### config.mk
export PLATFORM = sky130hd
export DESIGN_NAME = prbs31_byte_tx
export DESIGN_NICKNAME = d
export VERILOG_FILES = /design/src/rtl/prbs31_pkg.sv /design/src/rtl/prbs31_state.sv /design/src/rtl/prbs31_byte_index.sv /design/src/rtl/prbs31_byte_pick.sv /design/src/rtl/prbs31_byte_tx.sv
export SDC_FILE = /design/constraint.sdc
export NUM_CORES = 1
export LEC_CHECK = 0
export BUFFER_PORTS_ARGS = -buffer_cell sky130_fd_sc_hd__buf_2
export CAP_MARGIN = 20
export CELL_PAD_IN_SITES_DETAIL_PLACEMENT = 1
export CELL_PAD_IN_SITES_GLOBAL_PLACEMENT = 2
export CORE_ASPECT_RATIO = 1.2
export CORE_MARGIN = 4
export CORE_UTILIZATION = 39
export DETAILED_ROUTE_END_ITERATION = 8
export HOLD_SLACK_MARGIN = 0.02
export PLACE_DENSITY_LB_ADDON = 0.1
export SETUP_SLACK_MARGIN = 0.5
export SYNTH_ARGS = -nofsm -noshare
export SYNTH_HDL_FRONTEND = slang
export SYNTH_SLANG_ARGS = --single-unit
### constraint.sdc
create_clock -name clk_i -period 2.25 [get_ports clk_i]
set_input_delay 0.3375 -clock clk_i [delete_from_list [all_inputs] [get_ports clk_i]]
set_output_delay 0.3375 -clock clk_i [all_outputs]
set_load 0.01 [all_outputs]
### src/rtl/prbs31_pkg.sv
package prbs31_pkg;

  localparam int unsigned LFSR_W    = 31;
  localparam int unsigned WORD_W    = 32;
  localparam int unsigned BYTE_W    = 8;
  localparam int unsigned TAP_HI    = 30;
  localparam int unsigned TAP_LO    = 27;
  localparam int unsigned NUM_BYTES = WORD_W / BYTE_W;
  localparam int unsigned IDX_W     = $clog2(NUM_BYTES);

  localparam logic [LFSR_W-1:0] ONE_STATE = LFSR_W'(1);
  localparam logic [LFSR_W-1:0] TAP_MASK  = (ONE_STATE << TAP_HI) | (ONE_STATE << TAP_LO);
  localparam logic [IDX_W-1:0]  LAST_IDX  = IDX_W'(NUM_BYTES - 1);

  typedef enum logic {
    ORDER_LOW_FIRST  = 1'b0,
    ORDER_HIGH_FIRST = 1'b1
  } byte_order_e;

  // One Galois step: right shift, fold the taps back in when a 1 leaves.
  function automatic logic [LFSR_W-1:0] lfsr_step(input logic [LFSR_W-1:0] s);
    return (s >> 1) ^ (s[0] ? TAP_MASK : '0);
  endfunction

  function automatic logic [WORD_W-1:0] state_to_word(input logic [LFSR_W-1:0] s);
    return ~(WORD_W'(s));
  endfunction

endpackage

### src/rtl/prbs31_state.sv
module prbs31_state
  import prbs31_pkg::*;
#(
  parameter int unsigned SEED = 1
) (
  input  logic              clk_i,
  input  logic              rst_i,
  input  logic              advance_i,
  output logic [LFSR_W-1:0] state_o
);

  // Zero seed would lock the register; substitute a legal one.
  localparam logic [LFSR_W-1:0] SEED_EFF =
    (LFSR_W'(SEED) == '0) ? ONE_STATE : LFSR_W'(SEED);
  // The first word is taken one step after seeding.
  localparam logic [LFSR_W-1:0] RESET_STATE = lfsr_step(SEED_EFF);

  logic [LFSR_W-1:0] state_q;
  logic [LFSR_W-1:0] stepped;
  logic [LFSR_W-1:0] load_val;

  always_comb begin
    stepped  = lfsr_step(state_q);
    load_val = (stepped == '0) ? SEED_EFF : stepped;
  end

  always_ff @(posedge clk_i) begin
    if (rst_i) begin
      state_q <= RESET_STATE;
    end else if (advance_i) begin
      state_q <= load_val;
    end
  end

  assign state_o = state_q;

endmodule

### src/rtl/prbs31_byte_index.sv
module prbs31_byte_index
  import prbs31_pkg::*;
(
  input  logic             clk_i,
  input  logic             rst_i,
  input  logic             take_i,
  output logic [IDX_W-1:0] idx_o,
  output logic             last_o
);

  logic [IDX_W-1:0] idx_q;

  always_ff @(posedge clk_i) begin
    if (rst_i) begin
      idx_q <= '0;
    end else if (take_i) begin
      idx_q <= (idx_q == LAST_IDX) ? '0 : idx_q + 1'b1;
    end
  end

  assign idx_o  = idx_q;
  assign last_o = (idx_q == LAST_IDX);

endmodule

### src/rtl/prbs31_byte_pick.sv
module prbs31_byte_pick
  import prbs31_pkg::*;
(
  input  logic [WORD_W-1:0] word_i,
  input  logic [IDX_W-1:0]  idx_i,
  input  byte_order_e       order_i,
  output logic [BYTE_W-1:0] byte_o
);

  logic [BYTE_W-1:0] lane [NUM_BYTES];

  for (genvar k = 0; k < NUM_BYTES; k++) begin : g_lane
    assign lane[k] = word_i[k*BYTE_W +: BYTE_W];
  end

  always_comb begin
    if (order_i == ORDER_HIGH_FIRST) begin
      byte_o = lane[LAST_IDX - idx_i];
    end else begin
      byte_o = lane[idx_i];
    end
  end

endmodule

### src/rtl/prbs31_byte_tx.sv
module prbs31_byte_tx
  import prbs31_pkg::*;
#(
  parameter int unsigned SEED = 1
) (
  input  logic              clk_i,
  input  logic              rst_i,
  input  logic              en_i,
  input  logic              order_i,
  input  logic              ready_i,
  output logic [BYTE_W-1:0] byte_o,
  output logic              valid_o
);

  logic              valid_q;
  logic              take;
  logic              word_done;
  logic              last_byte;
  logic [LFSR_W-1:0] lfsr_state;
  logic [IDX_W-1:0]  byte_idx;
  logic [WORD_W-1:0] word;

  always_ff @(posedge clk_i) begin
    if (rst_i) begin
      valid_q <= 1'b0;
    end else begin
      valid_q <= en_i;
    end
  end

  assign take      = valid_q & ready_i;
  assign word_done = take & last_byte;
  assign word      = state_to_word(lfsr_state);

  prbs31_state #(
    .SEED(SEED)
  ) u_state (
    .clk_i    (clk_i),
    .rst_i    (rst_i),
    .advance_i(word_done),
    .state_o  (lfsr_state)
  );

  prbs31_byte_index u_index (
    .clk_i (clk_i),
    .rst_i (rst_i),
    .take_i(take),
    .idx_o (byte_idx),
    .last_o(last_byte)
  );

  prbs31_byte_pick u_pick (
    .word_i (word),
    .idx_i  (byte_idx),
    .order_i(byte_order_e'(order_i)),
    .byte_o (byte_o)
  );

  assign valid_o = valid_q;

endmodule

==> impl_metrics.ini <==
[worst_setup_path]
cp.arrival_ns = 1.72
r2r_cells = 6
critPathCaptureType = output pin
cp.required_ns = 1.91
cp_max_fo = 5
startpoint_type = flip-flop
worstSetupPathType = reg -> out

[logic_synthesis]
synthCells = 197
syn_area_per_cell_sq_um = 8.904
synth_nets = 203
synthDistinctLibCells = 25
ys_seq_area_share_pct = 38.80
netlist_area_sq_um = 1754
yosys_warnings = 0
synth_seq_cells = 34

[global_route]
grt_overflow_total = 0
grt_antenna_before_repair = 0
grt_pass1_vias = 1618
grtUsageMet1_pct = 22.61
met2_usage_pct = 33.02
track_usage_pct = 18.94
grt_max_degree = 35
grt_pass1_wl_microns = 8335
grt-busiest-layer = met2
gr-usage-met3_pct = 4.162

[pwr]
power_mw = 1.154
p_leak_nw = 0.7241
p_sw_uw = 267.0
power.share.switching_pct = 23.13
internal_power_uw = 887.3
ir_drop_mv = 0.2404
p_comb_share_pct = 6.6
pwr-share-clk_pct = 40.9
pwr-share-seq_pct = 52.5
power_density_nw_per_um2 = 550.1

[final_layout]
final_nets = 223
fill_cells = 525
multi_input_area_sq_um = 997.2
drive_gt1_share_pct = 23.85
area.growth.synth_to_final_pct = 19.61
antennaDiodeCount = 0
final-seq-area_sq_um = 688.2

[sta]
max_freq_mhz = 485.4
setup_violations = 0
rsz0062_at_grt = true
tns_ns = 0
skew_ns = 0.005480
worstMarginPinSlew_ns = 0.6641
layout_min_cycle_time_ns = 2.060
finalHoldViolations = 0
timing_max_transition_violations_final = 0
worst_slew_margin_rel_pct = 55.73
period_share_pct = 91.56
fin_hold_ws_ns = 0.2568
fin_ws_ns = 0.1899

[clock_network]
cts.clk_slew.worst_paths_ns = 0.07
clock_latency_ns = 0.29
clock_sinks = 34
cts_made_buffers = 5
clockBufferDepth = 2
root_buffer = clkbuf_8
h-tree-depth = 2
cts_tree = yes

[drt]
dr.pass1.iters = 5
vias = 1580
ant_nets = 0
drc = 0
drt-total-wl_microns = 5021
avgRoutedWirePerCell_microns = 18.32
via_per_inst = 5.766
drtIter0Drc = 102

[floorplan]
std_cell_rows = 26
core_area_sq_um = 4294
die_area_sq_um = 5639
die_w_microns = 69.22
dieHeight_microns = 81.47
num_io_pins = 14
initial_utilization_pct = 40.85

[placement]
place.detailed.hpwl_microns = 3172
port_buffers = 13
pre_cts_slack_ns = 0.3370
gp_congestion = 0.7788

[outcome]
outcome = completed

[run]
cap_violations = 0

[min_path]
holdPathStages = 2
min_path_type = in -> reg
## final timing paths
check / from / end / slack, ns
setup / recovery: u_index.idx_o[0] / byte_o[2] / 0.19
hold / removal: en_i / valid_o / 0.26
setup reg to reg: u_index.idx_o[0] / u_state.state_o[13] / 0.63
hold reg to reg: u_state.state_o[23] / u_state.state_o[22] / 0.49
## flip-flops by register name (all words and copies together), names as in the netlist
signal           cells
u_index.idx_o        2
valid_o              1
u_state.state_o     31
## power groups by stage
| stage | logic (mW) | registers (mW) | clock network, mW |
|---|---|---|---|
| 6_report | 0.0762 | 0.606 | 0.472 |
| 3_5_place_dp | 0.0565 | 0.620 | 0 |
| 4_1_cts | 0.0682 | 0.605 | 0.480 |
| 3_3_place_gp | 0.0541 | 0.620 | 0 |
| 5_1_grt | 0.0816 | 0.606 | 0.513 |
| 2_1_floorplan | 0.0413 | 0.620 | 0 |
## cell families after synthesis
logic type      Yosys count  share of synthesized area [%]
xor+xnor                  1                         0.4994
buf+inv                  15                          4.636
flops                    34                          38.80
fa+ha+maj                 1                         0.7132
mux                      21                          23.04
simple gates             90                          21.68
compound gates           35                          10.63
## layout by cell type (no fill, tap or decap), types with 6 or more instances in the layout
| master | instances |
|---|---|
| nand2_1 | 65 |
| dfxtp_1 | 32 |
| a21oi_1 | 30 |
| buf_2 | 13 |
| mux4_2 | 11 |
| buf_4 | 9 |
| nor4_1 | 7 |
| mux2i_1 | 6 |
| nor2_1 | 6 |
| clkbuf_8 | 6 |
## synthesized netlist by cell type, drive strengths merged
| library cell | number | area [sq um] |
|---|---|---|
| a211o | 1 | 8.760 |
| a21oi | 30 | 150.1 |
| a222oi | 1 | 10.01 |
| and3 | 1 | 6.260 |
| buf | 5 | 43.79 |
| clkbuf | 10 | 37.54 |
| dfxtp | 34 | 680.7 |
| ha | 1 | 12.51 |
| mux2i | 7 | 70.07 |
| mux4 | 14 | 334.1 |
| nand2 | 65 | 244.0 |
| nand3 | 3 | 15.01 |
| nand3b | 1 | 7.510 |
| nand4 | 2 | 12.51 |
| nor2 | 6 | 22.52 |
| nor2b | 1 | 6.260 |
| nor3 | 3 | 15.01 |
| nor4 | 7 | 43.79 |
| o21a | 1 | 7.510 |
| o21ai | 2 | 10.00 |
| or3 | 1 | 7.510 |
| xnor2 | 1 | 8.760 |
## routing by layer
metal	vias to the layer above	part of all wire, %
met2	42	49
li1	744	-
met1	784	44
met3	10	4.7
met5	-	0
met4	0	2.1
## worst max-delay path: stages, from the launching register on
cell and delay [ns]:
dfxtp_4 0.39, buf_12 0.13, mux4_2 0.52, mux2i_2 0.22, buf_2 0.17
## stage by stage
stage               cell area [sq um]  std cells  utilization (%)
detailed placement               1866        257            43.44
finish                           2098        274            48.86
CTS                              2061        272            47.99
global placement                 1866        257            43.44
floorplan                        1754        197                -
global route                     2098        274            48.86
## cell type report
cell class / instances / area share [%]
timing repair buffer: 28 / 11.81
clock buffer: 6 / 3.936
multi-input combinational: 148 / 47.53
sequential: 34 / 32.80
tap: 56 / 3.339
clock inverter: 2 / 0.5963
## what timing repair did
| item | 4_1_cts | 5_1_grt |
|---|---|---|
| pin swaps | 0 | 3 |
| buffers inserted | 6 | 1 |
| endpoints found under the setup margin | 8 | 34 |
| gates resized for setup | 8 | 5 |
| hold buffers | 0 | 0 |
| cloned | 1 | 1 |
Power figures use the tool's default switching activity.
